<file path="config.mk">
export PLATFORM = sky130hd
export DESIGN_NAME = bbm_sequencer
export DESIGN_NICKNAME = d
export VERILOG_FILES = /design/src/rtl/bbm_pkg.sv /design/src/rtl/bbm_latch_bank.sv /design/src/rtl/bbm_seq_fsm.sv /design/src/rtl/bbm_sequencer.sv
export SDC_FILE = /design/constraint.sdc
export NUM_CORES = 1
export LEC_CHECK = 0
export ABC_CLOCK_PERIOD_IN_PS = 2700
export CAP_MARGIN = 20
export CORE_MARGIN = 3
export CORE_UTILIZATION = 50
export DETAILED_ROUTE_END_ITERATION = 6
export GPL_TIMING_DRIVEN = 0
export PLACE_DENSITY = 0.8
export SLEW_MARGIN = 0
export SYNTH_ARGS = -nofsm -noshare
export SYNTH_HDL_FRONTEND = slang
export SYNTH_SLANG_ARGS = --single-unit
</file>
<file path="constraint.sdc">
create_clock -name clk -period 2.7 [get_ports clk]
set_clock_uncertainty 0.2 [all_clocks]
set_input_delay 0.675 -clock clk [delete_from_list [all_inputs] [get_ports clk]]
set_output_delay 0.675 -clock clk [all_outputs]
set_load 0.05 [all_outputs]
</file>
<file path="src/rtl/bbm_pkg.sv">
package bbm_pkg;

    typedef enum logic [1:0] {
        ST_IDLE  = 2'd0,
        ST_ON    = 2'd1,
        ST_DRAIN = 2'd2
    } seq_state_e;

endpackage

</file>
<file path="src/rtl/bbm_latch_bank.sv">
module bbm_latch_bank #(
    parameter int NCH = 3
) (
    input  logic           clk,
    input  logic           rst_n,
    input  logic [NCH-1:0] gate_off,
    input  logic [NCH-1:0] rev_ok,
    input  logic [NCH-1:0] on_q,
    input  logic [NCH-1:0] on_d,
    output logic [NCH-1:0] goff_q,
    output logic [NCH-1:0] rev_q
);

    typedef struct packed {
        logic [NCH-1:0] goff;
        logic [NCH-1:0] rev;
    } lat_t;

    lat_t lat_d, lat_q;

    for (genvar i = 0; i < NCH; i++) begin : g_ch
        always_comb begin
            // gate-off: sampled only while commanded off, cleared on turn-on
            if (on_d[i] && !on_q[i])
                lat_d.goff[i] = 1'b0;
            else
                lat_d.goff[i] = lat_q.goff[i] | (gate_off[i] & ~on_q[i]);
            // permit: cleared on turn-off
            if (on_q[i] && !on_d[i])
                lat_d.rev[i] = 1'b0;
            else
                lat_d.rev[i] = lat_q.rev[i] | rev_ok[i];
        end
    end

    always_ff @(posedge clk) begin
        if (!rst_n)
            lat_q <= '0;
        else
            lat_q <= lat_d;
    end

    assign goff_q = lat_q.goff;
    assign rev_q  = lat_q.rev;

endmodule

</file>
<file path="src/rtl/bbm_seq_fsm.sv">
module bbm_seq_fsm
    import bbm_pkg::*;
#(
    parameter int NCH = 3,
    localparam int CW = $clog2(NCH + 1)
) (
    input  logic           clk,
    input  logic           rst_n,
    input  logic           enable,
    input  logic [CW-1:0]  req_ch,
    input  logic [NCH-1:0] goff_q,
    input  logic [NCH-1:0] rev_q,
    output logic [NCH-1:0] on_q,
    output logic [NCH-1:0] on_d,
    output logic           disc_q,
    output logic [CW-1:0]  conn_q
);

    typedef struct packed {
        seq_state_e     st;
        logic [CW-1:0]  cur;
        logic [NCH-1:0] on;
        logic           disc;
    } fsm_t;

    fsm_t s_d, s_q;

    logic [NCH-1:0] req_oh;
    logic [NCH-1:0] cur_oh;

    for (genvar i = 0; i < NCH; i++) begin : g_dec
        assign req_oh[i] = (req_ch == CW'(i + 1));
        assign cur_oh[i] = (s_q.cur == CW'(i + 1));
    end

    always_comb begin
        s_d      = s_q;
        s_d.disc = 1'b0;
        unique case (s_q.st)
            ST_IDLE: begin
                if (enable && |(req_oh & rev_q)) begin
                    s_d.on  = req_oh;
                    s_d.cur = req_ch;
                    s_d.st  = ST_ON;
                end
            end
            ST_ON: begin
                if (!enable || req_ch != s_q.cur) begin
                    s_d.on   = '0;
                    s_d.disc = 1'b1;
                    s_d.st   = ST_DRAIN;
                end
            end
            ST_DRAIN: begin
                s_d.on = '0;
                if (|(cur_oh & goff_q)) begin
                    s_d.cur = '0;
                    s_d.st  = ST_IDLE;
                end
            end
            default: begin
                s_d.on  = '0;
                s_d.cur = '0;
                s_d.st  = ST_IDLE;
            end
        endcase
    end

    always_ff @(posedge clk) begin
        if (!rst_n)
            s_q <= '{st: ST_IDLE, cur: '0, on: '0, disc: 1'b0};
        else
            s_q <= s_d;
    end

    assign on_q   = s_q.on;
    assign on_d   = s_d.on;
    assign disc_q = s_q.disc;
    assign conn_q = (s_q.st == ST_ON) ? s_q.cur : '0;

endmodule

</file>
<file path="src/rtl/bbm_sequencer.sv">
module bbm_sequencer #(
    parameter int NCH = 3,
    localparam int CW = $clog2(NCH + 1)
) (
    input  logic           clk,
    input  logic           rst_n,
    input  logic           enable,
    input  logic [CW-1:0]  req_ch,
    input  logic [NCH-1:0] gate_off,
    input  logic [NCH-1:0] rev_ok,
    output logic [NCH-1:0] gate_on,
    output logic [CW-1:0]  conn_ch,
    output logic           disc_pulse
);

    logic [NCH-1:0] goff_lat;
    logic [NCH-1:0] rev_lat;
    logic [NCH-1:0] on_next;

    bbm_seq_fsm #(.NCH(NCH)) u_fsm (
        .clk    (clk),
        .rst_n  (rst_n),
        .enable (enable),
        .req_ch (req_ch),
        .goff_q (goff_lat),
        .rev_q  (rev_lat),
        .on_q   (gate_on),
        .on_d   (on_next),
        .disc_q (disc_pulse),
        .conn_q (conn_ch)
    );

    bbm_latch_bank #(.NCH(NCH)) u_lat (
        .clk      (clk),
        .rst_n    (rst_n),
        .gate_off (gate_off),
        .rev_ok   (rev_ok),
        .on_q     (gate_on),
        .on_d     (on_next),
        .goff_q   (goff_lat),
        .rev_q    (rev_lat)
    );

endmodule

</file>
==> results of run 1 <==
-- final timing paths --
check / slack [ps] / depth (start not counted) / start / end
worst max-delay path: 190 / 4 / u_fsm.s_q[7] / conn_ch[0]
worst min register to register: 320 / 1 / u_fsm.on_q[0] / u_lat.rev_q[0]
worst min-delay path: 320 / 1 / u_fsm.on_q[0] / u_lat.rev_q[0]
worst max register to register: 870 / 4 / u_fsm.s_q[4] / u_fsm.s_q[5]
-- critical path, cell delays in order, from the launching register on --
cell and delay [ps]:
dfxtp_1 300, clkbuf_1 200, nor2_1 190, and2_2 150, dlygate4sd2_1 520
-- per-layer routing --
layer | wire length, um | part of all wire [%] | track usage, % | vias to the layer above
li1 | - | - | - | 324
met1 | 748 | 46 | 27.8 | 293
met2 | 758 | 47 | 32.0 | 20
met3 | 109 | 6.7 | 4.98 | 2
met4 | 10 | 0.61 | 3.61 | 0
met5 | 0 | 0 | 0 | -
-- cells by family (layout without fill, tap and decap cells) --
group,after synthesis,in the layout,share of synthesized area (%)
simple gates,29,29,24.8
compound gates,21,21,23.0
flops,14,14,39.4
buf+inv,7,27,5.27
xor+xnor,2,2,4.57
mux,2,2,2.99
-- stage by stage --
stage | setup TNS, ps | std cells
final | 0 | 109
after detailed placement | -0.738 | 105
after global placement | 0 | 105
after global routing | 0 | 109
after floorplan | 0 | 75
after CTS | 0 | 109
-- power by group --
| group | internal (mW) | switching [mW] | leakage, nW |
|---|---|---|---|
| Sequential | 0.219 | 0.0108 | 0.115 |
| Combinational | 0.0454 | 0.0432 | 0.216 |
| Clock | 0.0820 | 0.0684 | 0.0210 |
-- state kept, by name, summed over array words and instances, names as in the netlist --
signal,count
u_fsm.on_q,3
u_lat.rev_q,3
u_fsm.disc_q,1
u_fsm.s_q,4
u_lat.goff_q,3
-- Yosys cell counts (all sizes together) (2+ instances only) --
cell,count
xnor2,2
o221a,3
nand2,3
nand3b,6
clkbuf,2
nor2b,3
o32ai,3
inv,2
and2,2
o21ai,3
buf,3
nor2,6
dfxtp,14
a31oi,5
o211ai,2
-- cell type report --
class / count / area, um^2
repair buffers: 16 / 158
well taps: 14 / 17.5
multi-input cells: 54 / 394
fillers: 93 / 293
plain buffers: 5 / 30.0
flip-flops and latches: 14 / 280
inverters: 2 / 7.51
clock buffers: 4 / 36.3
==> summary.txt, run 1 <==
Final layout
  – Final Cell Area: 923 um^2
  – Post-layout util: 75.9%
  – Nets: 107
  – Ant diodes: 0
  – Syn-to-layout area delta: 29.7%
  – Share of layout cells above drive strength 1: 18.9%
  – Most frequent cells in the layout: clkdlybuf4s50_1, dfxtp_1, nor2_1, nand3b_1, a31oi_1

CTS
  – CTS tree: yes
  – Hold_buf cts: 0
  – Clock transition at path regs: 90 ps
  – CTS resizes: 2
  – Post-CTS Setup Repair Bufs: 0
  – Later-pin clock latency in the skew report: 280 ps
  – Htree depth: 1
  – Root Driver: clkbuf_4
  – Clk buf depth: 2
  – Cts bufs inserted: 3
  – Clock sink total: 14

Die
  – Die area: 0.00191 mm^2
  – Starting Density: 58.5%
  – CORE AREA: 0.00122 mm^2
  – Die Y: 43.7 um
  – Chip width: 43.7 um
  – # IOs: 17
  – Standard-cell rows: 12

Global routing
  – Vias in the first global route: 623
  – Largest net degree at the start of global routing: 11
  – First-pass GRT wire length: 2900 um
  – GRT overflow: 0
  – Gr usage total: 20.1%
  – Antenna violations before repair: 0

STA
  – Final worst slack: 188 ps
  – Max Fclk: 0.398 GHz
  – Final Cycle Share: 93.0%
  – RSZ-0062 raised after global routing: false
  – Final setup fails: 0
  – Worst slew pin tran: 498 ps
  – Max Slew Vio Count: 0
  – Final Hold Fails: 0
  – Clock period minus worst slack: 2510 ps
  – Min Hold Slack: 320 ps
  – Slew margin rel.: 66.7%

Critical path
  – CP Max Fanout: 10
  – Crit path launch type: register
  – Crit path kind: register to output port
  – Worst EP arrival: 1640 ps
  – Crit end category: output port
  – CP required: 1820 ps

Placement
  – Detail Placement HPWL: 1240 um
  – IO buf count: 16
  – Post-place instance area: 890 um^2
  – GPL Wtd Cong: 0.887
  – Setup Slack @ Placement: -0.738 ps

Power and ir drop
  – Pwr dens: 508 mW/mm^2
  – Total power draw: 0.469 mW
  – VDD IR max: 0.000447 V
  – Leak: 0.353 nW

Route
  – WL final: 1630 um
  – Wire per inst: 14.9 um
  – Via Count: 639
  – Post-route ant nets: 0
  – Drt pass-1 iters: 4
  – DRC: 0
  – DR vias/cell: 5.86
  – Starting DRT DRC Count: 26

Job
  – Max Cap Viol: 0

Yosys
  – FFs w/ async S/R, synth: 0%
  – Net Count, Synth: 86
  – Cell area after synthesis: 712 um^2
  – Synth Register Bits: 14
  – Main synth FF type: dfxtp_1
  – Sequential area share after synthesis: 39.4%
  – Synth Warn #: 0
  – Avg Inst Size Synth: 9.49 um^2
  – Synth top area share: 39.4%
  – Ranking of synthesized cells by area: dfxtp_1, nand3b_1, o221a_2
  – Unique masters post-synth: 33
  – Leading area contributor after synthesis: dfxtp_1
  – Post-Synthesis Cells: 75
  – EDFF count, synth: 0

Min path
  – Worst Hold Class: register to register

Outcome
  – Status: completed
Note: power is estimated with default switching activity, not from simulation.
==> run 2, diff against run 1 <==
--- a/config.mk
+++ b/config.mk
@@ -11,8 +11,9 @@
 export CORE_UTILIZATION = 50
 export DETAILED_ROUTE_END_ITERATION = 6
 export GPL_TIMING_DRIVEN = 0
-export PLACE_DENSITY = 0.8
+export PLACE_DENSITY = 0.79
 export SLEW_MARGIN = 0
 export SYNTH_ARGS = -nofsm -noshare
 export SYNTH_HDL_FRONTEND = slang
+export SYNTH_HIERARCHICAL = 1
 export SYNTH_SLANG_ARGS = --single-unit
==> run 2 against run 1 <==
Against the previous run: largest cell class unchanged; critical path depth grew 4; sequential cell count is the same; global-route usage shrank 2.1 points; sequential share of layout area shrank 1.3 points; utilization shrank 5.2 points; sequential power is essentially flat; fmax grew 0.10%; first-iteration DRC count shrank 46%.
==> summary.txt, run 2 <==
Outcome
  – Status: completed

STA
  – Final Hold Fails: 0
  – Slew margin rel.: 67.0%
  – Max Slew Vio Count: 0
  – Clock period minus worst slack: 2510 ps
  – Worst slew pin tran: 493 ps
  – Max Fclk: 0.399 GHz
  – Total negative slack: 0 ps
  – Final Cycle Share: 92.9%
  – Final setup fails: 0
  – RSZ-0062 raised after global routing: false

Critical path
  – Crit path launch type: primary input
  – Crit path launch: req_ch[0]
  – CP peak stage delay: 480 ps
  – Largest delay share family, worst path: compound AO/OA/AOI/OAI gates
  – Reg2reg start: u_fsm/s_q[5]
  – CP Buf/Inv Count: 3
  – CP max stage cell: clkdlybuf4s50_1
  – Crit end category: register
  – Crit path kind: primary input to register
  – Critical-path cell list: clkdlybuf4s50_1, nor2b_1, a31oi_1, a32oi_2, o22ai_1, buf_4, inv_1, o221a_1
  – CP required: 2720 ps
  – CP Max Fanout: 7
  – Worst EP arrival: 2530 ps

Power and ir drop
  – Total power draw: 0.439 mW
  – Psw: 0.121 mW
  – Logic gate share of total power: 20.7%
  – Sw Ratio: 27.6%
  – VDD IR max: 0.000351 V
  – Seq pwr share: 53.0%
  – P_int: 0.318 mW
  – Pwr dens: 455 mW/mm^2
  – Leak: 0.389 nW
  – Clock Power Share: 26.3%

Route
  – DRC: 0
  – WL final: 1710 um
  – DR vias/cell: 5.74
  – Post-route ant nets: 0
  – Via Count: 677
  – Starting DRT DRC Count: 14
  – Wire per inst: 14.5 um
  – Drt pass-1 iters: 4

Global routing
  – Gr usage total: 18.0%
  – Antenna violations before repair: 0
  – First-pass GRT wire length: 2680 um
  – Largest net degree at the start of global routing: 10
  – GRT overflow: 0
  – Vias in the first global route: 623

Yosys
  – Synth top area share: 36.4%
  – EDFF count, synth: 0
  – Sequential area share after synthesis: 36.4%
  – Leading area contributor after synthesis: dfxtp_1
  – Ranking of synthesized cells by area: dfxtp_1, buf_4, o221a_1
  – Synth Warn #: 6
  – Avg Inst Size Synth: 9.05 um^2
  – Post-Synthesis Cells: 85
  – Unique masters post-synth: 36
  – FFs w/ async S/R, synth: 0%
  – Net Count, Synth: 96
  – Cell area after synthesis: 769 um^2
  – Synth Register Bits: 14
  – Top-count cell post-synth: dfxtp_1
  – Main synth FF type: dfxtp_1
  – Commonest cells post-synth: dfxtp_1, buf_4, inv_1, nand2_1, nor2b_1

CTS
  – CTS tree: yes
  – Cts bufs inserted: 3
  – Clock sink total: 14
  – Post-CTS Setup Repair Bufs: 0
  – Htree depth: 1
  – Clk buf depth: 2
  – Root Driver: clkbuf_4
  – Later-pin clock latency in the skew report: 270 ps
  – Clock transition at path regs: 90 ps

Job
  – Max Cap Viol: 0

Min path
  – Min-Delay Startpoint: u_fsm/on_q[1]
  – Worst Hold Class: register to register

Placement
  – Placed insts: 115
  – Detail Placement HPWL: 1260 um
  – GPL Wtd Cong: 0.813
  – Post-place instance area: 938 um^2
  – IO buf count: 15

Final layout
  – Most frequent cells in the layout: dfxtp_1, clkdlybuf4s50_1, nand2_1, inv_1, buf_4
  – Final Cell Area: 966 um^2
  – Commonest non-fill, non-tap cell in the layout: dfxtp_1
  – Nets: 116
  – Top reg by flops: u_fsm/s_q
  – Share of layout cells above drive strength 1: 17.5%
  – Syn-to-layout area delta: 25.5%
  – # fillers: 120
  – Max reg flops: 4
  – Fin cells: 118
  – Ant diodes: 0

Die
  – Die area: 0.00205 mm^2
  – CORE AREA: 0.00137 mm^2
  – Starting Density: 56.3%
  – Chip width: 45.2 um
  – Die Y: 45.2 um
  – # IOs: 17
  – Standard-cell rows: 13
==> run 2: cell types whose count changed in the layout (fill, tap and decap cells not counted), sizes merged, moves of 3 or more <==
cell,delta
inv,+4
nor2,-3
nand2,+3
a31oi,-4
a21oi,+3
buf,+4
nand3b,-6
==> run 2: cell type report <==
type / count / area (um^2) / share of cell area [%]
inverter: 6 / 22.5 / 2.33
sequential: 14 / 280 / 29.0
clock buffer: 3 / 22.5 / 2.33
multi-input combinational: 57 / 413 / 42.7
tap: 15 / 18.8 / 1.94
buffer: 8 / 61.3 / 6.35
timing repair buffer: 15 / 148 / 15.3
==> run 2: repair_timing <==
item,in CTS,in global routing
gates resized for setup,2,1
pin swaps,0,0
cloned,0,0
hold buffers,0,0
endpoints found under the setup margin,2,4
==> run 2: per-layer routing <==
layer / up-vias / wire [um] / global-route usage (%)
met5: - / 0 / 0
met1: 326 / 758 / 22.6
met3: 2 / 81 / 3.59
met4: 0 / 12 / 7.02
li1: 335 / - / -
met2: 14 / 857 / 29.9
==> run 2: cells by family (layout without fill, tap and decap cells) <==
family / Yosys count / after routing / synth area share [%]
AND/OR/NAND/NOR: 28 / 28 / 23.4
flip-flops: 14 / 14 / 36.4
multiplexers: 2 / 2 / 3.25
AO/OA/AOI/OAI: 25 / 25 / 23.7
XOR/XNOR: 2 / 2 / 2.28
buffers and inverters: 14 / 32 / 10.9
==> run 2: power groups by stage <==
stage                     registers, mW  clock network [mW]  logic [mW]
final                             0.233               0.115      0.0911
after global routing              0.234               0.130      0.0998
after CTS                         0.232               0.119      0.0894
after detailed placement          0.237                   0      0.0890
after global placement            0.237                   0      0.0868
after floorplan                   0.234                   0      0.0597
==> run 2: per-stage QoR <==
stage | hold WS [ps] | setup slack (ps) | util (%)
6_report | 309 | 191 | 70.7
5_1_grt | 351 | 68.8 | 70.7
4_1_cts | 316 | 61.1 | 70.1
3_5_place_dp | 300 | -205 | 68.7
3_3_place_gp | 297 | -134 | 68.7
2_1_floorplan | 273 | 532 | -
==> run 2: tightest hold or removal path, delay by kind of cell (launching register included) <==
| kind | cells | cell delay, ps |
|---|---|---|
| DFF | 1 | 320 |
| and+or+nand+nor | 1 | 80 |
| AOI/OAI and AO/OA | 1 | 70 |
==> run 2: final timing paths <==
kind                                         to  slack (ps)  cells past startpoint
worst min-delay path              u_fsm/on_q[1]         310                      2
worst min register to register    u_fsm/on_q[1]         310                      2
worst max register to register  u_lat/goff_q[2]         750                      7
worst max-delay path            u_lat/goff_q[2]         190                      8
